**config.mk**
```make
export PLATFORM = sky130hd
export DESIGN_NAME = exp_align_sel
export DESIGN_NICKNAME = d
export VERILOG_FILES = /design/src/rtl/exp_align_pkg.sv /design/src/rtl/exp_pair_diff.sv /design/src/rtl/exp_max_decide.sv /design/src/rtl/exp_lane_shift.sv /design/src/rtl/exp_align_sel.sv
export SDC_FILE = /design/constraint.sdc
export NUM_CORES = 1
export LEC_CHECK = 0
export ABC_AREA = 1
export BUFFER_PORTS_ARGS = -buffer_cell sky130_fd_sc_hd__buf_2
export CORE_ASPECT_RATIO = 1.5
export CORE_MARGIN = 8
export CORE_UTILIZATION = 50
export DETAILED_ROUTE_END_ITERATION = 10
export GPL_TIMING_DRIVEN = 0
export PLACE_DENSITY = 0.82
export SKIP_CTS_REPAIR_TIMING = 1
export SLEW_MARGIN = 5
export SYNTH_ARGS = -nofsm -noshare
export SYNTH_HDL_FRONTEND = slang
export SYNTH_SLANG_ARGS = --single-unit
```
**constraint.sdc**
```tcl
create_clock -name clk_i -period 2.35 [get_ports clk_i]
set_input_delay 0.235 -clock clk_i [delete_from_list [all_inputs] [get_ports clk_i]]
set_output_delay 0.235 -clock clk_i [all_outputs]
set_load 0.03 [all_outputs]
```
**src/rtl/exp_align_pkg.sv**
```systemverilog
package exp_align_pkg;
  localparam int NLANE = 4;
  localparam int NPAIR = NLANE * (NLANE - 1) / 2;

  // index of ordered pair (a,b), a<b: 01,02,03,12,13,23 -> 0..5
  function automatic int pair_idx(input int a, input int b);
    return a * (2 * NLANE - 1 - a) / 2 + (b - a - 1);
  endfunction
endpackage

```
**src/rtl/exp_pair_diff.sv**
```systemverilog
module exp_pair_diff
  import exp_align_pkg::*;
#(
  parameter int EXP_W = 9,
  localparam int DW = EXP_W + 1
) (
  input  logic [NLANE*EXP_W-1:0] exp_i,
  output logic [NPAIR*DW-1:0]    diff_o
);
  for (genvar a = 0; a < NLANE; a++) begin : g_a
    for (genvar b = a + 1; b < NLANE; b++) begin : g_b
      localparam int P = pair_idx(a, b);
      assign diff_o[P*DW +: DW] = {1'b0, exp_i[a*EXP_W +: EXP_W]}
                                - {1'b0, exp_i[b*EXP_W +: EXP_W]};
    end
  end
endmodule

```
**src/rtl/exp_max_decide.sv**
```systemverilog
module exp_max_decide
  import exp_align_pkg::*;
#(
  parameter int EXP_W = 9,
  localparam int DW = EXP_W + 1
) (
  input  logic [NPAIR*DW-1:0] diff_i,
  output logic [NLANE-1:0]    win_o
);
  logic [NPAIR-1:0] neg;

  for (genvar p = 0; p < NPAIR; p++) begin : g_sgn
    assign neg[p] = diff_i[p*DW + DW - 1];
  end

  // lane k wins: strictly above every earlier lane, not below any later one
  always_comb begin
    for (int k = 0; k < NLANE; k++) begin
      win_o[k] = 1'b1;
      for (int j = 0; j < NLANE; j++) begin
        if (j < k)      win_o[k] = win_o[k] & neg[pair_idx(j, k)];
        else if (j > k) win_o[k] = win_o[k] & ~neg[pair_idx(k, j)];
      end
    end
  end
endmodule

```
**src/rtl/exp_lane_shift.sv**
```systemverilog
module exp_lane_shift
  import exp_align_pkg::*;
#(
  parameter int EXP_W     = 9,
  parameter int SHIFT_MAX = 24,
  parameter int LANE      = 0,
  localparam int DW   = EXP_W + 1,
  localparam int SH_W = $clog2(SHIFT_MAX + 1)
) (
  input  logic [NPAIR*DW-1:0] diff_i,
  input  logic [NLANE-1:0]    win_i,
  output logic [SH_W-1:0]     shift_o
);
  logic [DW-1:0] sel;

  always_comb begin
    sel = '0;
    for (int w = 0; w < NLANE; w++) begin
      if (win_i[w] && w < LANE)
        sel = diff_i[pair_idx(w, LANE)*DW +: DW];
      else if (win_i[w] && w > LANE)
        sel = ~diff_i[pair_idx(LANE, w)*DW +: DW] + 1'b1; // orientation fix
    end
  end

  assign shift_o = (sel >= DW'(SHIFT_MAX)) ? SH_W'(SHIFT_MAX) : sel[SH_W-1:0];
endmodule

```
**src/rtl/exp_align_sel.sv**
```systemverilog
module exp_align_sel
  import exp_align_pkg::*;
#(
  parameter int EXP_W     = 9,
  parameter int SHIFT_MAX = 24,
  localparam int DW   = EXP_W + 1,
  localparam int SH_W = $clog2(SHIFT_MAX + 1)
) (
  input  logic                   clk_i,
  input  logic                   rst_ni,
  input  logic                   valid_i,
  input  logic [NLANE*EXP_W-1:0] exp_i,
  output logic                   valid_o,
  output logic [EXP_W-1:0]       max_exp_o,
  output logic [NLANE-1:0]       win_o,
  output logic [NLANE*SH_W-1:0]  shift_o
);
  logic [NPAIR*DW-1:0]   diff;
  logic [NLANE-1:0]      win;
  logic [NLANE*SH_W-1:0] shift;
  logic [EXP_W-1:0]      max_exp;

  exp_pair_diff #(.EXP_W(EXP_W)) u_diff (
    .exp_i  (exp_i),
    .diff_o (diff)
  );

  exp_max_decide #(.EXP_W(EXP_W)) u_decide (
    .diff_i (diff),
    .win_o  (win)
  );

  for (genvar k = 0; k < NLANE; k++) begin : g_lane
    exp_lane_shift #(.EXP_W(EXP_W), .SHIFT_MAX(SHIFT_MAX), .LANE(k)) u_shift (
      .diff_i  (diff),
      .win_i   (win),
      .shift_o (shift[k*SH_W +: SH_W])
    );
  end

  always_comb begin
    max_exp = '0;
    for (int k = 0; k < NLANE; k++)
      if (win[k]) max_exp = exp_i[k*EXP_W +: EXP_W];
  end

  always_ff @(posedge clk_i or negedge rst_ni) begin
    if (!rst_ni) begin
      valid_o   <= 1'b0;
      max_exp_o <= '0;
      win_o     <= '0;
      shift_o   <= '0;
    end else begin
      valid_o <= valid_i;
      if (valid_i) begin
        max_exp_o <= max_exp;
        win_o     <= win;
        shift_o   <= shift;
      end
    end
  end
endmodule

```
==> summary.md <==
| Metric | Value |
|---|---|
| MaxCap Viol Count | 0 |
| Final WL | around 24000 um |
| CP Capture Point | shift_o[1] |
| Placed wire-length estimate | 17700 um |
| Delay-heaviest family, CP | simple AND/OR/NAND/NOR gates |
| Filler Cells Inserted | a little over 1000 |
| Util after Layout | between 60% and 70% |
| Vias post-DR | 7450 |
| Post-synthesis xor/xnor area fraction | under 10% |
| Distinct cells, synth | slightly above 50 |
| Startpoint types | primary input |
| Width of the chip | roughly 110 um |
| Dominant combinational cell family by area after synthesis | simple AND/OR/NAND/NOR gates |
| Largest stage delay, worst path | 0.57 ns |
| Clock slew seen by the registers of the worst setup and hold paths | 0.05 ns |
| Total Routing Usage GR | a little over a quarter |
| Fmax | 412 MHz |
| Stages on worst setup path | 17 |
| Seq cells post-synth | 34 |
| WP buf/inv | 4 |
| Min-Delay Path Class | in2async |
| Setup CP Type | in2reg |
| Largest net degree at the start of global routing | 35 |
| Die Y | approximately 150 um |
| CTS tree | yes |
| Crit-path cells | buf_8 -> inv_8 -> ha_4 -> inv_4 -> fa_2 -> inv_1 -> ha_1 -> and2_4 -> nand2_1 -> nand2_1 -> nand4_1 -> nand3_1 -> nand3_1 -> nand2_1 -> nor2_4 -> nand3b_1 -> nand2_1 |
| Worst Path Required | approximately 2.6 ns |
| # rows | 49 |
| Gate Count Post-Synth | roughly 1000 |
| Synth cell count leaders | 342 x nand2_1, 140 x inv_1, 87 x nand3_1 |
| Post-place setup slack | -0.633 ns |
| Worst r2r path cells | 3 |
| Final Hold Vio Count | 0 |
| Wirelength per Cell | around 19 um |
| Post-Synth Simple-Gate Area | 43.3% |
| N_diodes | 0 |
| Max IR drop VDD | approximately 0.26 mV |
| Critical Path Fanout Max | 5 |
| Failing checks | setup timing |
| P&R area growth vs syn | 32.9% |
| Top cell by count, worst path | nand2_1 |
| Hold_ws | 0.00998 ns |
| Layout cell share with drive strength beyond 1 | between 30% and 40% |
| Top_reg_cell synth | dfrtp_1 |
| Cell Area, Synth | 0.00609 mm2 |
| I/O pins | 73 |
| Post-synthesis mux area share | 0% |
| Vias per cell | approximately 5.8 |
| Data arrival, critical path | between 2 and 3 ns |
| Clk_skew | 0 ns |
| Post-synth ARST share | 100% |
| Power per standard cell area | roughly 520 mW/mm2 |
| Root Driver | clkbuf_16 |
| Register area share after synthesis | 14.0% |
| Placed Area | 0.00665 mm2 |
| TritonCTS Buffers | 5 |
| R2r endpoint | shift_o[3] |
| Top-area cell type share of the netlist area | between 20% and 30% |
| Critical Path End Type | flop |
| FF+latch area | approximately 850 um2 |
| Leakage | between 4 and 5 nW |
| Yosys Warn Count | 0 |
| Starting Density | between 50% and 60% |
| Slowest-stage cell, CP | fa_2 |
| Flop2flop setup slack | about 1.5 ns |
| DRT Pass-1 Iters | 5 |
| Initial antenna violation count | 0 |
| Power consumption | ~4.2 mW |
| Clock sink total | 34 |
| Filler-free cell count of the finished design | ~1300 |
| Remaining Overflow, GRT | 0 |
| Final TNS setup | -0.461 ns |
| First-pass GRT wire length | around 33000 um |
| Setup-failing EPs final | 15 |
| Ranking of synthesized cells by area | nand2_1 21%, dfrtp_1 14%, ha_1 12%, inv_1 8.6%, nand3_1 7.1% |
| Core area | between 0.01 and 0.015 mm2 |
| Final instance area | 0.00809 mm2 |
| Most common cell in the netlist | nand2_1 |
| Setup WS post-layout | -0.0745 ns |
| Area of the multi-input gates | 0.00540 mm2 |
| Syn_area_per_cell | 6.04 um2 |
| Placed insts | 1234 |
| Synth area leader | nand2_1 |
| IO buf count | 72 |
| # nets final | 1232 |
| Tcrit/Tclk final | 103% |
| Unrepaired setup endpoints after global routing | yes |
| GP Congestion | roughly 1.0 |
| Detailed Route Iter0 Violations | 693 |
| Min Tclk post-route | between 2 and 2.5 ns |
| Number of flops mapped to enable cells by yosys | 0 |
| Number of global-route vias before repair | about 6600 |
| Worst R2R Start | shift_o[3] |
| Pins over their slew limit | 0 |
| Critical Path Start | exp_i[0] |
| Actual slew at the worst max-slew pin | ~0.74 ns |
| Net Count, Synth | approximately 1100 |
| Detail Route Antenna Nets | 0 |
| Run status | finished with violations |
| Post-Synth Adder-Cell Area | between 10% and 20% |
| Synth Area in Compound Gates | roughly 13% |
| H-Tree Depth | 2 |
| Clock Tree Buf Depth | 2 |
| Die area | around 0.016 mm2 |
| Residual DRC count | 0 |
| Max-Slew Margin vs Limit | about half |
| Worst-skew pair later-pin latency | 0.28 ns |
-- placed cells by master (no fill, tap or decap), drive strengths merged, types with 6 or more instances in the layout --
cell type	count
nand2	362
nor2	79
xnor2	6
or2	8
o21ai	38
dfrtp	34
fa	6
a21oi	48
inv	147
o22ai	6
nand3	93
o221ai	6
nand4	17
o211ai	6
clkbuf	14
ha	60
xor2	18
nand3b	22
o21a	6
buf	120
-- flip-flops by register name, summed over array words and instances, names as in the netlist --
name       count
win_o          4
max_exp_o      9
valid_o        1
shift_o       20
-- worst reg2reg max path: cells and delay by family (launching register included) --
family,cells,cell delay [ns]
buffers and inverters,1,0.03
and+or+nand+nor,2,0.35
DFF,1,0.38
-- routing by layer --
layer / GRT usage [%] / share of wire, %
met1: 28.9 / 36
met5: 0 / 0
met4: 17.9 / 7.9
met3: 3.02 / 8.4
met2: 46.2 / 47
-- power by group --
part / switching [mW] / internal [mW] / total, mW
clock network: 0.242 / 0.420 / 0.662
logic: 1.82 / 0.992 / 2.82
registers: 0.0633 / 0.703 / 0.766
total: 2.13 / 2.11 / 4.25
-- how the worst min path moves through the flow --
stage | startpoint | end | cells past startpoint
after floorplan | rst_ni | max_exp_o[0] | 0
after global placement | rst_ni | shift_o[6] | 1
after detailed placement | rst_ni | shift_o[11] | 1
after CTS | rst_ni | shift_o[11] | 1
after global routing | rst_ni | shift_o[7] | 1
final | rst_ni | shift_o[11] | 1
-- cells by family (layout without fill, tap and decap cells) --
kind of cell,after synthesis,in the layout
buffers and inverters,171,289
XOR/XNOR,24,24
adder cells (fa/ha/maj),66,66
AND/OR/NAND/NOR,587,588
AO/OA/AOI/OAI,127,127
flip-flops,34,34
-- final cells by class --
type                       instances  share of cell area [%]
buffer                            17                    1.67
timing repair buffer             110                    8.87
multi-input combinational        805                    66.8
inverter                         154                    7.98
clock buffer                       7                    1.76
sequential                        34                    10.5
clock inverter                     1                  0.0618
tap                              153                    2.37
No activity file was read; power rests on OpenSTA's default activity.
